<file path="src/rtl/rsu_pkg.sv">
package rsu_pkg;

  typedef enum logic [1:0] {
    OP_ADD = 2'd0,
    OP_SUB = 2'd1,
    OP_XOR = 2'd2,
    OP_LDI = 2'd3
  } rsu_op_e;

endpackage

</file>
<file path="src/rtl/rsu_pick.sv">
module rsu_pick #(
  parameter int unsigned N = 4
) (
  input  logic         clk,
  input  logic         rst_n,
  input  logic [N-1:0] req,
  output logic [N-1:0] grant
);

  always_comb begin
    logic found;
    found = 1'b0;
    grant = '0;
    for (int i = 0; i < N; i++) begin
      if (req[i] && !found) begin
        grant[i] = 1'b1;
        found    = 1'b1;
      end
    end
  end

  // never more than one winner
  assert_one_grant_R11: assert property (@(posedge clk) disable iff (!rst_n)
    $onehot0(grant));

  // a winner is always a requester
  assert_grant_requested_R6: assert property (@(posedge clk) disable iff (!rst_n)
    (grant & ~req) == '0);

endmodule

</file>
<file path="src/rtl/rsu_regstat.sv">
module rsu_regstat #(
  parameter int unsigned W    = 16,
  parameter int unsigned NREG = 8,
  parameter int unsigned TW   = 3,
  parameter int unsigned AW   = $clog2(NREG)
) (
  input  logic          clk,
  input  logic          rst_n,
  input  logic [AW-1:0] rs1,
  input  logic [AW-1:0] rs2,
  input  logic          iss_fire,
  input  logic [AW-1:0] iss_rd,
  input  logic [TW-1:0] iss_tag,
  input  logic          cdb_valid,
  input  logic [TW-1:0] cdb_tag,
  input  logic [W-1:0]  cdb_val,
  output logic [W-1:0]  src1_v,
  output logic [TW-1:0] src1_q,
  output logic [W-1:0]  src2_v,
  output logic [TW-1:0] src2_q
);

  logic [W-1:0]    rf   [NREG];
  logic [TW-1:0]   stat [NREG];
  logic [NREG-1:0] commit;

  // Resolve one source: register file, same-cycle broadcast, or pending tag.
  function automatic logic [W+TW-1:0] resolve(input logic [TW-1:0] q,
                                              input logic [W-1:0] v,
                                              input logic bv,
                                              input logic [TW-1:0] bt,
                                              input logic [W-1:0] bval);
    if (q == '0)            return {v, {TW{1'b0}}};
    else if (bv && bt == q) return {bval, {TW{1'b0}}};
    else                    return {{W{1'b0}}, q};
  endfunction

  always_comb begin
    {src1_v, src1_q} = resolve(stat[rs1], rf[rs1], cdb_valid, cdb_tag, cdb_val);
    {src2_v, src2_q} = resolve(stat[rs2], rf[rs2], cdb_valid, cdb_tag, cdb_val);
    for (int r = 0; r < NREG; r++)
      commit[r] = cdb_valid && (stat[r] != '0) && (stat[r] == cdb_tag);
  end

  always_ff @(posedge clk) begin
    if (!rst_n) begin
      for (int r = 0; r < NREG; r++) begin
        rf[r]   <= '0;
        stat[r] <= '0;
      end
    end else begin
      for (int r = 0; r < NREG; r++) begin
        if (commit[r]) begin
          rf[r]   <= cdb_val;
          stat[r] <= '0;
        end
        if (iss_fire && iss_rd == AW'(r))
          stat[r] <= iss_tag;
      end
    end
  end

  // a tag is the newest producer of at most one register
  assert_single_commit_R8: assert property (@(posedge clk) disable iff (!rst_n)
    $onehot0(commit));

  // a renamed register never points at the "present" tag
  assert_rename_tag_R5: assert property (@(posedge clk) disable iff (!rst_n)
    iss_fire |-> iss_tag != '0);

endmodule

</file>
<file path="src/rtl/rsu_station.sv">
module rsu_station #(
  parameter int unsigned W     = 16,
  parameter int unsigned TW    = 3,
  parameter int unsigned MYTAG = 1
) (
  input  logic             clk,
  input  logic             rst_n,
  input  logic             alloc,
  input  rsu_pkg::rsu_op_e in_op,
  input  logic [W-1:0]     in_vj,
  input  logic [TW-1:0]    in_qj,
  input  logic [W-1:0]     in_vk,
  input  logic [TW-1:0]    in_qk,
  input  logic             cdb_valid,
  input  logic [TW-1:0]    cdb_tag,
  input  logic [W-1:0]     cdb_val,
  input  logic             grant,
  output logic             busy,
  output logic             ready,
  output rsu_pkg::rsu_op_e op,
  output logic [W-1:0]     vj,
  output logic [W-1:0]     vk
);

  logic          sent;
  logic [TW-1:0] qj, qk;
  logic          hit_j, hit_k, own_done;

  assign hit_j    = cdb_valid && qj != '0 && qj == cdb_tag;
  assign hit_k    = cdb_valid && qk != '0 && qk == cdb_tag;
  assign own_done = cdb_valid && busy && cdb_tag == TW'(MYTAG);
  assign ready    = busy && !sent && qj == '0 && qk == '0;

  always_ff @(posedge clk) begin
    if (!rst_n) begin
      busy <= 1'b0;
      sent <= 1'b0;
      op   <= rsu_pkg::OP_ADD;
      vj   <= '0;
      vk   <= '0;
      qj   <= '0;
      qk   <= '0;
    end else if (alloc) begin
      busy <= 1'b1;
      sent <= 1'b0;
      op   <= in_op;
      vj   <= in_vj;
      qj   <= in_qj;
      vk   <= in_vk;
      qk   <= in_qk;
    end else begin
      if (hit_j) begin
        vj <= cdb_val;
        qj <= '0;
      end
      if (hit_k) begin
        vk <= cdb_val;
        qk <= '0;
      end
      if (grant)    sent <= 1'b1;
      if (own_done) busy <= 1'b0;
    end
  end

  // only a station holding both operand values is sent
  assert_grant_has_operands_R3: assert property (@(posedge clk) disable iff (!rst_n)
    grant |-> (busy && !sent && qj == '0 && qk == '0));

  // allocation only into a free station
  assert_alloc_free_R10: assert property (@(posedge clk) disable iff (!rst_n)
    alloc |-> !busy);

  // a dispatched station stays busy until its result is broadcast
  assert_hold_after_send_R11: assert property (@(posedge clk) disable iff (!rst_n)
    grant |=> busy);

endmodule

</file>
<file path="src/rtl/rsu_exec.sv">
module rsu_exec #(
  parameter int unsigned W  = 16,
  parameter int unsigned TW = 3
) (
  input  logic             clk,
  input  logic             rst_n,
  input  logic             go,
  input  rsu_pkg::rsu_op_e op,
  input  logic [W-1:0]     a,
  input  logic [W-1:0]     b,
  input  logic [TW-1:0]    tag,
  output logic             res_v,
  output logic [TW-1:0]    res_tag,
  output logic [W-1:0]     res_val
);

  function automatic logic [W-1:0] alu(input rsu_pkg::rsu_op_e o,
                                       input logic [W-1:0] x,
                                       input logic [W-1:0] y);
    case (o)
      rsu_pkg::OP_ADD: return x + y;
      rsu_pkg::OP_SUB: return x - y;
      rsu_pkg::OP_XOR: return x ^ y;
      default:         return x;
    endcase
  endfunction

  logic          s1_v;
  logic [TW-1:0] s1_tag;
  logic [W-1:0]  s1_val;

  always_ff @(posedge clk) begin
    if (!rst_n) begin
      s1_v    <= 1'b0;
      s1_tag  <= '0;
      s1_val  <= '0;
      res_v   <= 1'b0;
      res_tag <= '0;
      res_val <= '0;
    end else begin
      s1_v    <= go;
      s1_tag  <= tag;
      s1_val  <= alu(op, a, b);
      res_v   <= s1_v;
      res_tag <= s1_tag;
      res_val <= s1_val;
    end
  end

  // the result of a dispatch appears exactly two cycles later
  assert_fixed_latency_R4: assert property (@(posedge clk) disable iff (!rst_n)
    go |=> ##1 (res_v && res_tag == $past(tag, 2)));

endmodule

</file>
<file path="src/rtl/rsu_issue_unit.sv">
module rsu_issue_unit #(
  parameter int unsigned W    = 16,
  parameter int unsigned NREG = 8,
  parameter int unsigned NRS  = 4,
  localparam int unsigned AW  = $clog2(NREG),
  localparam int unsigned TW  = $clog2(NRS + 1)
) (
  input  logic          clk,
  input  logic          rst_n,
  input  logic          iss_valid,
  input  logic [1:0]    iss_op,
  input  logic [AW-1:0] iss_rd,
  input  logic [AW-1:0] iss_rs1,
  input  logic [AW-1:0] iss_rs2,
  input  logic [W-1:0]  iss_imm,
  output logic          iss_ready,
  output logic          dsp_valid,
  output logic [TW-1:0] dsp_tag,
  output logic [1:0]    dsp_op,
  output logic [W-1:0]  dsp_a,
  output logic [W-1:0]  dsp_b,
  output logic          cdb_valid,
  output logic [TW-1:0] cdb_tag,
  output logic [W-1:0]  cdb_value
);

  logic [NRS-1:0]   busy, ready, grant, free_oh, alloc;
  rsu_pkg::rsu_op_e st_op [NRS];
  logic [W-1:0]     st_vj [NRS];
  logic [W-1:0]     st_vk [NRS];
  logic             iss_fire;
  logic [TW-1:0]    new_tag;
  rsu_pkg::rsu_op_e in_op, disp_op;
  logic [W-1:0]     s1_v, s2_v, in_vj, in_vk;
  logic [TW-1:0]    s1_q, s2_q, in_qj, in_qk;

  assign in_op     = rsu_pkg::rsu_op_e'(iss_op);
  assign iss_ready = |(~busy);
  assign iss_fire  = iss_valid && iss_ready;
  assign alloc     = free_oh & {NRS{iss_fire}};

  always_comb begin
    new_tag = '0;
    for (int i = 0; i < NRS; i++)
      if (free_oh[i]) new_tag = TW'(i + 1);
  end

  // The load operation carries its immediate as the first operand.
  always_comb begin
    if (in_op == rsu_pkg::OP_LDI) begin
      in_vj = iss_imm;
      in_qj = '0;
      in_vk = '0;
      in_qk = '0;
    end else begin
      in_vj = s1_v;
      in_qj = s1_q;
      in_vk = s2_v;
      in_qk = s2_q;
    end
  end

  rsu_pick #(.N(NRS)) u_alloc (
    .clk(clk), .rst_n(rst_n), .req(~busy), .grant(free_oh)
  );

  rsu_pick #(.N(NRS)) u_disp (
    .clk(clk), .rst_n(rst_n), .req(ready), .grant(grant)
  );

  rsu_regstat #(.W(W), .NREG(NREG), .TW(TW), .AW(AW)) u_regstat (
    .clk(clk), .rst_n(rst_n), .rs1(iss_rs1), .rs2(iss_rs2),
    .iss_fire(iss_fire), .iss_rd(iss_rd), .iss_tag(new_tag),
    .cdb_valid(cdb_valid), .cdb_tag(cdb_tag), .cdb_val(cdb_value),
    .src1_v(s1_v), .src1_q(s1_q), .src2_v(s2_v), .src2_q(s2_q)
  );

  for (genvar g = 0; g < NRS; g++) begin : g_rs
    rsu_station #(.W(W), .TW(TW), .MYTAG(g + 1)) u_rs (
      .clk(clk), .rst_n(rst_n), .alloc(alloc[g]), .in_op(in_op),
      .in_vj(in_vj), .in_qj(in_qj), .in_vk(in_vk), .in_qk(in_qk),
      .cdb_valid(cdb_valid), .cdb_tag(cdb_tag), .cdb_val(cdb_value),
      .grant(grant[g]), .busy(busy[g]), .ready(ready[g]),
      .op(st_op[g]), .vj(st_vj[g]), .vk(st_vk[g])
    );
  end

  always_comb begin
    dsp_tag = '0;
    disp_op = rsu_pkg::OP_ADD;
    dsp_a   = '0;
    dsp_b   = '0;
    for (int i = 0; i < NRS; i++) begin
      if (grant[i]) begin
        dsp_tag = TW'(i + 1);
        disp_op = st_op[i];
        dsp_a   = st_vj[i];
        dsp_b   = st_vk[i];
      end
    end
  end

  assign dsp_valid = |grant;
  assign dsp_op    = disp_op;

  rsu_exec #(.W(W), .TW(TW)) u_exec (
    .clk(clk), .rst_n(rst_n), .go(dsp_valid), .op(disp_op),
    .a(dsp_a), .b(dsp_b), .tag(dsp_tag),
    .res_v(cdb_valid), .res_tag(cdb_tag), .res_val(cdb_value)
  );

  // dispatched tags name a real station
  assert_dispatch_tag_R5: assert property (@(posedge clk) disable iff (!rst_n)
    dsp_valid |-> (dsp_tag != '0 && dsp_tag <= TW'(NRS)));

  // a broadcast always belongs to a station still holding it
  assert_bcast_owner_R11: assert property (@(posedge clk) disable iff (!rst_n)
    cdb_valid |-> busy != '0);

endmodule

</file>
<file path="config.mk">
export PLATFORM = sky130hd
export DESIGN_NAME = rsu_issue_unit
export DESIGN_NICKNAME = d
export VERILOG_FILES = /design/src/rtl/rsu_pkg.sv /design/src/rtl/rsu_pick.sv /design/src/rtl/rsu_regstat.sv /design/src/rtl/rsu_station.sv /design/src/rtl/rsu_exec.sv /design/src/rtl/rsu_issue_unit.sv
export SDC_FILE = /design/constraint.sdc
export NUM_CORES = 1
export LEC_CHECK = 0
export ABC_CLOCK_PERIOD_IN_PS = 12300
export BUFFER_PORTS_ARGS = -buffer_cell sky130_fd_sc_hd__buf_4
export CAP_MARGIN = 25
export CORE_ASPECT_RATIO = 0.9
export CORE_UTILIZATION = 25
export CTS_BUF_LIST = sky130_fd_sc_hd__clkbuf_2
export CTS_CLUSTER_SIZE = 30
export DETAILED_ROUTE_END_ITERATION = 8
export GPL_ROUTABILITY_DRIVEN = 0
export SLEW_MARGIN = 10
export SYNTH_ARGS = -nofsm -noshare
export SYNTH_HDL_FRONTEND = slang
export SYNTH_SLANG_ARGS = --single-unit
</file>
<file path="constraint.sdc">
create_clock -name clk -period 12.3 [get_ports clk]
set_clock_uncertainty 0.2 [all_clocks]
set_input_delay 1.845 -clock clk [delete_from_list [all_inputs] [get_ports clk]]
set_output_delay 1.845 -clock clk [all_outputs]
set_load 0.03 [all_outputs]
</file>
==> results.rst <==
.. list-table::
   :header-rows: 1

   * - Metric
     - Value
   * - Run status
     - finished, final reports clean
   * - CTS buffer count
     - 95
   * - Setup repair bufs after CTS
     - 0
   * - Via count of the first global-routing pass
     - 15500
   * - Peak clock frequency supported by timing
     - 0.149 GHz
   * - Count of unique library cells instantiated by Yosys
     - 75
   * - Cell breakdown of the critical path
     - or4b_4, o2111ai_2, or3_1, buf_4, inv_4, a221oi_1, inv_1, buf_4
   * - Starting utilization of the core area
     - 25.3%
   * - Post-synthesis register bit count
     - 360
   * - Overall power of the completed layout
     - 2.87 mW
   * - Overall die width
     - 298 um
   * - Number of endpoints failing setup at the final stage
     - 0
   * - Relative slew margins
     - 27.9%
   * - Critical Setup Path Class
     - reg -> out
   * - Leakage power of the design
     - 8.08 nW
   * - Sequential Power Share
     - 48.3%
   * - Class of the tightest hold or removal check
     - reg -> reg
   * - Drc violations
     - 0
   * - Critical path arrival
     - 4.69 ns
   * - Power Dens Cells
     - 129 mW/mm^2
   * - Total number of nets in the final design
     - 2095
   * - Core Box Area
     - approximately 0.078 mm^2
   * - Leading cell types by total area after synthesis
     - sky130_fd_sc_hd__edfxtp_1 23%, sky130_fd_sc_hd__dfxtp_1 21%, sky130_fd_sc_hd__mux4_2 8.7%
   * - Hold slack
     - 0.225 ns
   * - Aggregate global-route resource usage
     - 15.7%
   * - Height of the die
     - 268 um
   * - Clk_lat worst skew
     - between 1 and 1.5 ns
   * - Post-Syn Area per Cell
     - 9.91 um^2
   * - Clock-pin slew of the registers on the worst-case setup and hold paths
     - around 0.12 ns
   * - Top flip-flop cell by instance count after synthesis
     - sky130_fd_sc_hd__dfxtp_1
   * - Vias per Instance
     - around 5.1
   * - Commonest non-fill, non-tap cells in the layout
     - 454 x sky130_fd_sc_hd__nor2_1, 208 x sky130_fd_sc_hd__dfxtp_1, 168 x sky130_fd_sc_hd__mux2i_1
   * - Root Driver
     - sky130_fd_sc_hd__clkbuf_2
   * - Initial antenna violation count
     - 3
   * - Area growth, synth to finish
     - 13.1%
   * - Ratio of cells with drive above 1 in the final layout
     - 19.8%
   * - Synthesized net count
     - 2033
   * - Final TNS setup
     - 0 ns
   * - TritonCTS clock tree
     - yes
   * - Leading cell type in the layout, fill and taps excluded
     - sky130_fd_sc_hd__nor2_1
   * - Maxcap violations
     - 0
   * - Slew Limit Fails
     - 0
   * - Routed wire length per instance
     - between 20 and 25 um
   * - Cell with the largest stage delay on the worst path
     - sky130_fd_sc_hd__a221oi_1
   * - Number of design-rule violations left by the first detailed-router iteration
     - 1546
   * - Syn. warnings
     - 0
   * - CP delay by family, top
     - compound AO/OA/AOI/OAI gates
   * - Critical Path Source Type
     - flop
   * - Area of the mapped netlist
     - between 0.015 and 0.02 mm^2
   * - Detailed Routing Iterations Pass 1
     - 6
   * - I/O pins
     - between 80 and 90
   * - Share of the yosys chip area belonging to registers
     - 44.3%
   * - Most area-hungry cell type in the Yosys netlist
     - sky130_fd_sc_hd__edfxtp_1
   * - CP Data Required Time
     - 10.26 ns
   * - Number of cell rows
     - 97
   * - Detailed Route WL
     - 64500 um
   * - Post-route antenna net violation count
     - 0
   * - Actual slew at the worst max-slew pin
     - 1.08 ns
   * - Largest net degree at the start of global routing
     - 97
   * - Switching Fraction
     - 34.4%
   * - Number of levels the H-tree was split into
     - 3
   * - Estimated wirelength of the detail-placed design
     - between 40000 and 50000 um
   * - Period minus WS final
     - 6.73 ns
   * - Floorplan die area
     - 0.0799 mm^2
   * - Final worst-path cycle share
     - 54.7%
   * - Cell-internal power
     - 1.88 mW
   * - Share of async-settable or async-resettable flops after synthesis
     - 0%
   * - Total clock sinks
     - 360
   * - Overflow left after global routing
     - 0
   * - Post-synth EDFFs
     - about 150
   * - Maximum ir drop on the vdd rail
     - roughly 65 uV
   * - Buffers on Ports
     - 88
   * - Post-synth top area share
     - 23.2%
   * - Via count
     - 16000
   * - Setup repair after global routing missed its margin
     - no
   * - Gate count of the mapped netlist
     - roughly 2000
   * - Clk pwr share
     - 29.6%
   * - First-pass GRT wire length
     - roughly 96000 um
   * - Maximum cell stage delay along the critical path
     - 0.71 ns
   * - Comb power frac
     - approximately 22%
   * - Count of instances resized after the clock tree is built
     - 0
   * - Quantity of hold-fixing buffers added after cts
     - 0
   * - Largest driver fanout on the critical path
     - 21
   * - Maximum clock insertion buffer count
     - 3
   * - Switching power of the nets
     - 0.985 mW
   * - Final count of hold timing violations
     - 0
   * - Cell repeated most along the worst path
     - sky130_fd_sc_hd__buf_4
   * - Worst Setup End Kind
     - output port
   * - Crit path buffers/inverters
     - 4
through the flow:
stage	area, um^2	utilization [%]	cells	worst slack, ns
global route	22300	28.6	3159	5.30
detailed placement	21400	27.5	2989	6.18
finish	22300	28.6	3161	5.57
CTS	22200	28.5	3157	5.54
global placement	21400	27.4	2987	6.25
floorplan	19700	-	1986	7.44
power by group through the flow:
stage	Sequential (mW)	Clock, mW	Combinational [mW]
final	1.38	0.847	0.634
after global routing	1.39	0.917	0.684
after CTS	1.38	0.860	0.630
after detailed placement	1.41	0	0.627
after global placement	1.41	0	0.625
after floorplan	1.40	0	0.431
cells by family after synthesis:
group | synth area share, %
simple gates | 15.0
compound gates | 14.4
flops | 44.3
mux | 17.2
buf+inv | 4.55
xor+xnor | 3.29
fa+ha+maj | 1.12
registers in the layout, indices dropped and copies added, names as in the netlist:
name            cells
g_rs.u_rs.busy      4
g_rs.u_rs.op        8
g_rs.u_rs.qj       12
g_rs.u_rs.qk       12
g_rs.u_rs.sent      4
g_rs.u_rs.vj       64
g_rs.u_rs.vk       64
u_exec.res_tag      3
u_exec.res_v        1
u_exec.res_val     16
u_exec.s1_tag       3
u_exec.s1_v         1
u_exec.s1_val      16
u_regstat.rf      128
u_regstat.stat     24
cells in the mapped netlist, types with 16 or more instances:
library cell,instances
sky130_fd_sc_hd__ha_1,16
sky130_fd_sc_hd__edfxtp_1,152
sky130_fd_sc_hd__xor2_1,40
sky130_fd_sc_hd__nand3_1,29
sky130_fd_sc_hd__a31oi_1,38
sky130_fd_sc_hd__mux4_2,76
sky130_fd_sc_hd__buf_2,18
sky130_fd_sc_hd__clkbuf_1,116
sky130_fd_sc_hd__a22oi_1,34
sky130_fd_sc_hd__o21ai_0,36
sky130_fd_sc_hd__dfxtp_1,208
sky130_fd_sc_hd__nand2_1,96
sky130_fd_sc_hd__buf_1,26
sky130_fd_sc_hd__a21oi_1,75
sky130_fd_sc_hd__mux2i_1,168
sky130_fd_sc_hd__xnor2_1,34
sky130_fd_sc_hd__a211oi_1,137
sky130_fd_sc_hd__and2_1,24
sky130_fd_sc_hd__nor2_1,454
sky130_fd_sc_hd__inv_1,39
final cells by class:
cell class	count	area (um^2)
antenna	3	7.51
clock buffer	135	676
clock inverter	33	169
fill	8213	55700
inverter	41	161
multi-input combinational	1414	10200
sequential	360	8730
tap	1039	1300
timing repair buffer	136	1040
layer usage:
metal / wire length, um / global-route usage (%) / part of all wire, %
met2: 29200 / 24.9 / 45
met1: 28600 / 21.5 / 44
met4: 1660 / 5.53 / 2.6
met5: 13 / 0 / 0.020
met3: 5130 / 2.83 / 7.9
path summary, 6_finish.rpt:
check	start	to	slack, ns	depth (start not counted)
setup / recovery	g_rs[0].u_rs.busy	dsp_a[1]	5.57	8
hold / removal	u_exec.s1_val[2]	u_exec.res_val[2]	0.22	1
setup reg to reg	g_rs[0].u_rs.busy	u_exec.s1_val[15]	6.14	18
hold reg to reg	u_exec.s1_val[2]	u_exec.res_val[2]	0.22	1
worst register-to-register path, delay by kind of cell, from the launching register on:
family / cells / cell delay, ns
compound gates: 8 / 2.67
xor+xnor: 1 / 0.18
fa+ha+maj: 1 / 0.39
buf+inv: 1 / 0.35
flops: 1 / 0.48
mux: 1 / 0.07
simple gates: 6 / 1.77
Note: power is estimated with default switching activity, not from simulation.
